**config.mk**
```make
export PLATFORM = sky130hd
export DESIGN_NAME = flash_status_ctrl
export DESIGN_NICKNAME = d
export VERILOG_FILES = /design/src/rtl/flash_ctrl_pkg.sv /design/src/rtl/flash_cmd_seq.sv /design/src/rtl/flash_op_engine.sv /design/src/rtl/flash_array.sv /design/src/rtl/flash_read_path.sv /design/src/rtl/flash_status_ctrl.sv
export SDC_FILE = /design/constraint.sdc
export NUM_CORES = 2
export LEC_CHECK = 0
export ABC_AREA = 1
export BUFFER_PORTS_ARGS = -buffer_cell sky130_fd_sc_hd__buf_2
export CORE_UTILIZATION = 25
export CTS_CLUSTER_DIAMETER = 60
export DETAILED_ROUTE_END_ITERATION = 8
export GPL_TIMING_DRIVEN = 1
export MAX_ROUTING_LAYER = met4
export PLACE_DENSITY = 0.39
export SYNTH_ARGS = -nofsm -noshare
export SYNTH_HDL_FRONTEND = slang
export SYNTH_SLANG_ARGS = --single-unit
```
**constraint.sdc**
```tcl
create_clock -name clk -period 32.8 [get_ports clk]
set_input_delay 3.28 -clock clk [delete_from_list [all_inputs] [get_ports clk]]
set_output_delay 3.28 -clock clk [all_outputs]
set_load 0.03 [all_outputs]
```
**src/rtl/flash_ctrl_pkg.sv**
```systemverilog
package flash_ctrl_pkg;
  typedef enum logic [2:0] {
    OP_IDLE, OP_PROG, OP_PRE, OP_ERASE, OP_FILL, OP_VERIFY
  } op_e;

  typedef enum logic [1:0] {
    SEQ_READ, SEQ_PSETUP, SEQ_ESETUP
  } seq_e;

  localparam logic [7:0] CMD_PROG_ARM  = 8'hA0;
  localparam logic [7:0] CMD_ERASE_ARM = 8'h80;
  localparam logic [7:0] CMD_ALL       = 8'h10;
  localparam logic [7:0] CMD_MARK      = 8'h30;
  localparam logic [7:0] CMD_LAUNCH    = 8'h48;
  localparam logic [7:0] CMD_HALT      = 8'hB0;
  localparam logic [7:0] CMD_CONTINUE  = 8'h30;
endpackage

```
**src/rtl/flash_cmd_seq.sv**
```systemverilog
module flash_cmd_seq
  import flash_ctrl_pkg::*;
#(
  parameter int NSECT   = 4,
  parameter int SECT_AW = 2
) (
  input  logic               clk,
  input  logic               rst_n,
  input  logic               wr_stb,
  input  logic [7:0]         wr_cmd,
  input  logic [SECT_AW-1:0] wr_sect,
  input  logic               eng_active,
  input  logic               eng_erasing,
  input  logic               eng_susp,
  output logic               prog_go,
  output logic               erase_go,
  output logic [NSECT-1:0]   erase_set,
  output logic               susp_go,
  output logic               resume_go
);
  seq_e             seq_q, seq_d;
  logic [NSECT-1:0] mark_q, mark_d;
  logic [NSECT-1:0] sect_bit;

  assign sect_bit = NSECT'(1) << wr_sect;

  always_comb begin
    seq_d     = seq_q;
    mark_d    = mark_q;
    prog_go   = 1'b0;
    erase_go  = 1'b0;
    erase_set = mark_q;
    susp_go   = 1'b0;
    resume_go = 1'b0;
    if (wr_stb) begin
      if (eng_susp) begin
        resume_go = (wr_cmd == CMD_CONTINUE);
      end else if (eng_active) begin
        susp_go = eng_erasing && (wr_cmd == CMD_HALT);
      end else begin
        case (seq_q)
          SEQ_READ: begin
            if (wr_cmd == CMD_PROG_ARM) begin
              seq_d = SEQ_PSETUP;
            end else if (wr_cmd == CMD_ERASE_ARM) begin
              seq_d  = SEQ_ESETUP;
              mark_d = '0;
            end
          end
          SEQ_PSETUP: begin
            prog_go = 1'b1;
            seq_d   = SEQ_READ;
          end
          SEQ_ESETUP: begin
            if (wr_cmd == CMD_ALL) begin
              erase_go  = 1'b1;
              erase_set = '1;
              seq_d     = SEQ_READ;
            end else if (wr_cmd == CMD_MARK) begin
              mark_d = mark_q | sect_bit;
            end else if (wr_cmd == CMD_LAUNCH) begin
              erase_go = |mark_q;
              seq_d    = SEQ_READ;
            end else begin
              seq_d = SEQ_READ;
            end
          end
          default: seq_d = SEQ_READ;
        endcase
      end
    end
  end

  always_ff @(posedge clk or negedge rst_n) begin
    if (!rst_n) begin
      seq_q  <= SEQ_READ;
      mark_q <= '0;
    end else begin
      seq_q  <= seq_d;
      mark_q <= mark_d;
    end
  end
endmodule

```
**src/rtl/flash_op_engine.sv**
```systemverilog
module flash_op_engine
  import flash_ctrl_pkg::*;
#(
  parameter int AW           = 6,
  parameter int DW           = 16,
  parameter int NSECT        = 4,
  parameter int SECT_AW      = 2,
  parameter int PROG_CYCLES  = 6,
  parameter int ERASE_CYCLES = 20
) (
  input  logic             clk,
  input  logic             rst_n,
  input  logic             prog_go,
  input  logic [AW-1:0]    prog_addr,
  input  logic [DW-1:0]    prog_data,
  input  logic             erase_go,
  input  logic [NSECT-1:0] erase_set_in,
  input  logic             susp_go,
  input  logic             resume_go,
  input  logic [DW-1:0]    mem_rd,
  output logic             mem_we,
  output logic [AW-1:0]    mem_addr,
  output logic [DW-1:0]    mem_val,
  output logic             mem_and,
  output logic             active,
  output logic             erasing,
  output logic             suspended,
  output logic             programming,
  output logic             prog_bit7,
  output logic [NSECT-1:0] erase_set
);
  localparam int MAXC = (PROG_CYCLES > ERASE_CYCLES) ? PROG_CYCLES : ERASE_CYCLES;
  localparam int CW   = $clog2(MAXC + 1);
  localparam logic [CW-1:0] CNT_ONE = CW'(1);
  localparam logic [AW-1:0] IDX_ONE = AW'(1);

  op_e              op_q, op_d;
  logic [CW-1:0]    cnt_q, cnt_d;
  logic [AW-1:0]    idx_q, idx_d;
  logic [NSECT-1:0] set_q, set_d;
  logic [AW-1:0]    pa_q, pa_d;
  logic [DW-1:0]    pd_q, pd_d;
  logic             susp_q, susp_d;
  logic             idx_hit, idx_last;

  assign idx_hit  = set_q[idx_q[AW-1 -: SECT_AW]];
  assign idx_last = &idx_q;

  always_comb begin
    op_d     = op_q;
    cnt_d    = cnt_q;
    idx_d    = idx_q;
    set_d    = set_q;
    pa_d     = pa_q;
    pd_d     = pd_q;
    susp_d   = susp_q;
    mem_we   = 1'b0;
    mem_addr = idx_q;
    mem_val  = '0;
    mem_and  = 1'b1;
    if (susp_q) begin
      if (resume_go) susp_d = 1'b0;
    end else begin
      case (op_q)
        OP_IDLE: begin
          if (prog_go) begin
            op_d  = OP_PROG;
            cnt_d = CW'(PROG_CYCLES - 1);
            pa_d  = prog_addr;
            pd_d  = prog_data;
          end else if (erase_go) begin
            op_d  = OP_PRE;
            idx_d = '0;
            set_d = erase_set_in;
          end
        end
        OP_PROG: begin
          if (cnt_q == '0) begin
            mem_we   = 1'b1;
            mem_addr = pa_q;
            mem_val  = pd_q;
            op_d     = OP_IDLE;
          end else begin
            cnt_d = cnt_q - CNT_ONE;
          end
        end
        OP_PRE: begin
          mem_we = idx_hit;
          idx_d  = idx_q + IDX_ONE;
          if (idx_last) begin
            op_d  = OP_ERASE;
            cnt_d = CW'(ERASE_CYCLES - 1);
          end
        end
        OP_ERASE: begin
          if (cnt_q == '0) begin
            op_d  = OP_FILL;
            idx_d = '0;
          end else begin
            cnt_d = cnt_q - CNT_ONE;
          end
        end
        OP_FILL: begin
          mem_we  = idx_hit;
          mem_val = '1;
          mem_and = 1'b0;
          idx_d   = idx_q + IDX_ONE;
          if (idx_last) op_d = OP_VERIFY;
        end
        OP_VERIFY: begin
          if (idx_hit && (mem_rd != '1)) begin
            op_d  = OP_FILL;
            idx_d = '0;
          end else begin
            idx_d = idx_q + IDX_ONE;
            if (idx_last) op_d = OP_IDLE;
          end
        end
        default: op_d = OP_IDLE;
      endcase
      if (susp_go && (op_d != OP_IDLE)) susp_d = 1'b1;
    end
  end

  always_ff @(posedge clk or negedge rst_n) begin
    if (!rst_n) begin
      op_q   <= OP_IDLE;
      cnt_q  <= '0;
      idx_q  <= '0;
      set_q  <= '0;
      pa_q   <= '0;
      pd_q   <= '0;
      susp_q <= 1'b0;
    end else begin
      op_q   <= op_d;
      cnt_q  <= cnt_d;
      idx_q  <= idx_d;
      set_q  <= set_d;
      pa_q   <= pa_d;
      pd_q   <= pd_d;
      susp_q <= susp_d;
    end
  end

  assign erasing     = (op_q == OP_PRE) || (op_q == OP_ERASE) ||
                       (op_q == OP_FILL) || (op_q == OP_VERIFY);
  assign programming = (op_q == OP_PROG);
  assign active      = (op_q != OP_IDLE) && !susp_q;
  assign suspended   = susp_q;
  assign prog_bit7   = pd_q[7];
  assign erase_set   = set_q;
endmodule

```
**src/rtl/flash_array.sv**
```systemverilog
module flash_array #(
  parameter int AW = 6,
  parameter int DW = 16
) (
  input  logic          clk,
  input  logic          rst_n,
  input  logic          we,
  input  logic [AW-1:0] waddr,
  input  logic [DW-1:0] wval,
  input  logic          and_mode,
  input  logic [AW-1:0] raddr_a,
  output logic [DW-1:0] rdata_a,
  input  logic [AW-1:0] raddr_b,
  output logic [DW-1:0] rdata_b
);
  localparam int WORDS = 1 << AW;

  logic [DW-1:0] mem [WORDS];
  logic [DW-1:0] nxt;

  assign nxt = and_mode ? (mem[waddr] & wval) : wval;

  for (genvar w = 0; w < WORDS; w++) begin : g_word
    always_ff @(posedge clk or negedge rst_n) begin
      if (!rst_n) begin
        mem[w] <= '1;
      end else if (we && (waddr == AW'(w))) begin
        mem[w] <= nxt;
      end
    end
  end

  assign rdata_a = mem[raddr_a];
  assign rdata_b = mem[raddr_b];
endmodule

```
**src/rtl/flash_read_path.sv**
```systemverilog
module flash_read_path #(
  parameter int DW      = 16,
  parameter int NSECT   = 4,
  parameter int SECT_AW = 2
) (
  input  logic               clk,
  input  logic               rst_n,
  input  logic               rd_stb,
  input  logic [SECT_AW-1:0] rd_sect,
  input  logic [DW-1:0]      arr_data,
  input  logic               active,
  input  logic               suspended,
  input  logic               programming,
  input  logic               prog_bit7,
  input  logic [NSECT-1:0]   erase_set,
  output logic [DW-1:0]      rd_data
);
  logic          tog_q;
  logic [DW-1:0] rdata_q, rdata_d, status;
  logic          show_status;

  assign show_status = active || (suspended && erase_set[rd_sect]);

  always_comb begin
    status    = '0;
    status[7] = programming ? ~prog_bit7 : 1'b0;
    status[6] = tog_q;
    rdata_d   = show_status ? status : arr_data;
  end

  always_ff @(posedge clk or negedge rst_n) begin
    if (!rst_n) begin
      tog_q   <= 1'b0;
      rdata_q <= '0;
    end else if (rd_stb) begin
      rdata_q <= rdata_d;
      if (active) tog_q <= ~tog_q;
    end
  end

  assign rd_data = rdata_q;
endmodule

```
**src/rtl/flash_status_ctrl.sv**
```systemverilog
module flash_status_ctrl #(
  parameter int AW           = 6,
  parameter int DW           = 16,
  parameter int SECT_AW      = 2,
  parameter int PROG_CYCLES  = 6,
  parameter int ERASE_CYCLES = 20
) (
  input  logic          clk,
  input  logic          rst_n,
  input  logic          bus_cs,
  input  logic          bus_we,
  input  logic          bus_re,
  input  logic [AW-1:0] bus_addr,
  input  logic [DW-1:0] bus_wdata,
  output logic [DW-1:0] rd_data,
  output logic          ready
);
  localparam int NSECT = 1 << SECT_AW;

  logic [1:0]         rst_pipe;
  logic               rst_s;
  logic               wr_stb, rd_stb;
  logic [SECT_AW-1:0] bus_sect;
  logic               prog_go, erase_go, susp_go, resume_go;
  logic [NSECT-1:0]   cmd_set, erase_set;
  logic               active, erasing, susp, programming, prog_bit7;
  logic               mem_we, mem_and;
  logic [AW-1:0]      mem_addr;
  logic [DW-1:0]      mem_val, mem_rd, arr_data;

  always_ff @(posedge clk or negedge rst_n) begin
    if (!rst_n) rst_pipe <= 2'b00;
    else        rst_pipe <= {rst_pipe[0], 1'b1};
  end
  assign rst_s = rst_pipe[1];

  assign wr_stb   = bus_cs && bus_we;
  assign rd_stb   = bus_cs && bus_re;
  assign bus_sect = bus_addr[AW-1 -: SECT_AW];

  flash_cmd_seq #(.NSECT(NSECT), .SECT_AW(SECT_AW)) u_seq (
    .clk(clk), .rst_n(rst_s), .wr_stb(wr_stb), .wr_cmd(bus_wdata[7:0]),
    .wr_sect(bus_sect), .eng_active(active), .eng_erasing(erasing),
    .eng_susp(susp), .prog_go(prog_go), .erase_go(erase_go),
    .erase_set(cmd_set), .susp_go(susp_go), .resume_go(resume_go)
  );

  flash_op_engine #(
    .AW(AW), .DW(DW), .NSECT(NSECT), .SECT_AW(SECT_AW),
    .PROG_CYCLES(PROG_CYCLES), .ERASE_CYCLES(ERASE_CYCLES)
  ) u_eng (
    .clk(clk), .rst_n(rst_s), .prog_go(prog_go), .prog_addr(bus_addr),
    .prog_data(bus_wdata), .erase_go(erase_go), .erase_set_in(cmd_set),
    .susp_go(susp_go), .resume_go(resume_go), .mem_rd(mem_rd),
    .mem_we(mem_we), .mem_addr(mem_addr), .mem_val(mem_val),
    .mem_and(mem_and), .active(active), .erasing(erasing),
    .suspended(susp), .programming(programming), .prog_bit7(prog_bit7),
    .erase_set(erase_set)
  );

  flash_array #(.AW(AW), .DW(DW)) u_arr (
    .clk(clk), .rst_n(rst_s), .we(mem_we), .waddr(mem_addr),
    .wval(mem_val), .and_mode(mem_and), .raddr_a(bus_addr),
    .rdata_a(arr_data), .raddr_b(mem_addr), .rdata_b(mem_rd)
  );

  flash_read_path #(.DW(DW), .NSECT(NSECT), .SECT_AW(SECT_AW)) u_rd (
    .clk(clk), .rst_n(rst_s), .rd_stb(rd_stb), .rd_sect(bus_sect),
    .arr_data(arr_data), .active(active), .suspended(susp),
    .programming(programming), .prog_bit7(prog_bit7),
    .erase_set(erase_set), .rd_data(rd_data)
  );

  assign ready = !active;
endmodule

```
==> flow_metrics.py <==
metrics = {
    "outcome": {
        "outcome": "completed",
    },
    "clock_tree": {
        "numCtsBuffers": 156,
        "cts_setup_buffers": 0,
        "cts_resized": 0,
        "clkTransAtPathRegs_ns": 0.05,
        "cts_buffer_depth": 3,
        "clkLatencyLatePin_ns": 0.84,
        "cts_tree": "yes",
        "root_buffer": "clkbuf_16",
        "cts_hold_buf": 0,
        "clock_sinks": 1090,
        "htree_num_levels": 4,
    },
    "synth": {
        "yosysTopAreaCell": "dfstp_2",
        "yosys-top-cells-area": "dfstp_2 (42%), nand2_1 (20%), o21ai_0 (11%)",
        "synth_edf_count": 0,
        "syn_avg_cell_area_um2": 6.897,
        "synth_cells": 9348,
        "syn_area_um2": 64470,
        "synth-seq-cells": 1090,
        "async_flop_share_pct": 100.0,
        "synth_ff_type": "dfstp_2",
        "synth_top_cell_area_share_pct": 41.73,
        "syn_nets": 9378,
        "ys_types": 39,
        "synth_warnings": 0,
        "seq_area_frac_synth_pct": 44.29,
    },
    "pwr": {
        "power.density_nw_per_um2": 65.87,
        "irDropWorstVdd_mv": 0.05887,
        "p_leak_nw": 36.02,
        "power.total_mw": 4.840,
    },
    "timing": {
        "period_minus_slack_ns": 7.211,
        "skew_ns": 0.05228,
        "slew_headroom_pct": 14.18,
        "setup_violations": 0,
        "max_freq_mhz": 138.7,
        "setup_tns_ns": 0,
        "hold_viol": 0,
        "finalCritPeriodShare_pct": 21.99,
        "rsz0062_at_grt": "false",
        "setup_ws_ns": 25.59,
        "finalMaxSlewViolations": 0,
        "worst_pin_slew_ns": 1.287,
    },
    "route": {
        "drc_errors": 0,
        "ant_nets": 0,
        "drt_iter0_markers": 5224,
        "wl_um": 293700,
        "vias_per_cell": 4.852,
        "dr.pass1.iters": 6,
        "wl_per_cell_um": 23.45,
        "dr_total_vias": 60775,
    },
    "cells_and_area": {
        "final_common_cell": "nand2_1",
        "syn_to_final_growth_pct": 13.96,
        "layout_common_cells": "nand2_1 (3435), o21ai_0 (1453), dfstp_2 (1024)",
        "drive_gt1_share_pct": 18.83,
        "nets": 9036,
    },
    "worst_setup_path": {
        "rrSetupSlack_ns": 25.59,
        "critPathMaxFanout": 102,
        "endpoint_kind": "register",
        "crit_path_start_kind": "register",
        "critical_path_class": "register to register",
        "worstPathArrival_ns": 7.94,
        "critPathRequiredTime_ns": 33.53,
    },
    "die": {
        "fp.dieArea_um2": 259900,
        "dieHeight_um": 509.8,
        "initial_core_util_pct": 25.12,
        "die_width_um": 509.8,
        "rows": 186,
        "core_area_um2": 256700,
        "top_level_ports": 44,
    },
    "grt": {
        "grt_pass1_wl_um": 427100,
        "grt_max_degree": 217,
        "grtUsageTotal_pct": 23.12,
        "antenna_found_initial": 17,
        "overflow": 0,
        "grt_pass1_vias": 58804,
    },
    "flow_run": {
        "drv_cap": 0,
    },
    "worst_hold_path": {
        "min-delay-path-class": "register to register",
    },
    "place": {
        "dp_hpwl_um": 169700,
        "port_buffers": 43,
        "place_congestion": 0.8577,
        "preCtsSetupSlack_ns": 25.22,
    },
}
stage by stage:
step,instances,hold WS [ns],util [%],area [µm²]
floorplan,9348,0.3312,-,64470
global placement,12232,0.3329,26.49,68000
detailed placement,12232,0.3371,26.49,68000
CTS,12516,0.3468,28.61,73450
global route,12519,0.3535,28.62,73460
finish,12525,0.3443,28.62,73470
Yosys cell counts, drive strengths merged, types with 2 or more instances:
| master | count |
|---|---|
| or2 | 4 |
| clkinv | 6 |
| mux2 | 120 |
| o22ai | 2 |
| buf | 309 |
| nand3 | 453 |
| inv | 974 |
| o21ai | 1623 |
| nor4 | 19 |
| nand4 | 3 |
| a21oi | 577 |
| o211ai | 13 |
| clkbuf | 409 |
| a31oi | 2 |
| dfrtp | 66 |
| xor2 | 3 |
| ha | 3 |
| nor3 | 57 |
| dfstp | 1024 |
| nand2 | 3440 |
| nor2 | 230 |
| nand3b | 3 |
flip-flops by register name, indices dropped and copies added (netlist names), 3 cells and up:
| name | flops |
|---|---|
| u_eng.pd_q | 16 |
| u_eng.op_q | 3 |
| u_seq.mark_q | 4 |
| u_eng.cnt_q | 5 |
| u_eng.pa_q | 6 |
| u_eng.idx_q | 6 |
| u_arr.mem | 1024 |
| u_eng.erase_set | 4 |
| u_rd.rd_data | 16 |
logic make-up (layout without fill, tap and decap cells):
family	Yosys count	count (layout)	share of synthesized area (%)
AOI/OAI and AO/OA	2223	2223	17.44
xor gates and xnor gates	4	4	0.05435
adders and majority gates	3	3	0.05823
buffers and inverters	1698	1482	10.37
DFF	1090	1090	44.29
muxes	120	120	2.096
other	1	10	0.005816
and+or+nand+nor	4209	4209	25.69
cell type report:
| type | count | area, µm² |
|---|---|---|
| diodes | 9 | 22.52 |
| clock buffers | 222 | 4527 |
| clock inverters | 62 | 919.6 |
| fillers | 27965 | 183200 |
| inverters | 980 | 3707 |
| multi-input cells | 6560 | 29730 |
| flip-flops and latches | 1090 | 28560 |
| well taps | 3384 | 4234 |
| repair buffers | 218 | 1770 |
routing by layer:
metal / part of all wire [%] / GRT usage [%] / up-vias / wire length (µm)
met5: 0 / - / - / 0
met4: 2.8 / 6.746 / 0 / 8353
met2: 45 / 35.95 / 1837 / 132700
met3: 5.7 / 2.768 / 371 / 16750
met1: 46 / 31.35 / 29658 / 135900
li1: - / - / 28909 / -
power breakdown:
| part | switching (mW) | leakage, nW | total [mW] | internal, mW |
|---|---|---|---|---|
| clock network | 0.704 | 2.67 | 1.81 | 1.11 |
| registers | 0.0672 | 11.6 | 1.59 | 1.53 |
| logic | 1.14 | 21.8 | 1.44 | 0.296 |
| total | 1.91 | 36.0 | 4.84 | 2.93 |
worst max-delay path, stage by stage (launching register included):
cell and delay (ns):
dfrtp_1 0.36, inv_1 0.12, ha_1 0.17, nand2_1 0.07, nor2_2 0.39, nand2_2 0.27, nand2_2 0.12, buf_4 0.46
nand2_8 0.53, buf_12 0.44, buf_4 0.37, buf_4 0.32, nand2_1 0.10, o21ai_0 0.08, nand2_1 0.07, nand2_1 0.06
nand2_1 0.05, nand2_1 0.09, nor2_1 0.30, nor2_1 0.08, nor2_1 0.34, nand2_1 0.22, o21ai_4 0.79, buf_4 0.74
mux2_2 0.29
path summary, 6_finish.rpt:
path	startpoint	endpoint	depth (start not counted)
setup / recovery	u_eng.cnt_q[0]	u_arr.mem[666]	24
hold / removal	rst_pipe[0]	rst_pipe[1]	0
setup reg to reg	u_eng.cnt_q[0]	u_arr.mem[666]	24
hold reg to reg	rst_pipe[0]	rst_pipe[1]	0
max in group asynchronous	rst_pipe[1]	u_arr.mem[666]	3
min in group asynchronous	rst_pipe[1]	u_arr.mem[338]	0
No activity file was read; power rests on OpenSTA's default activity.
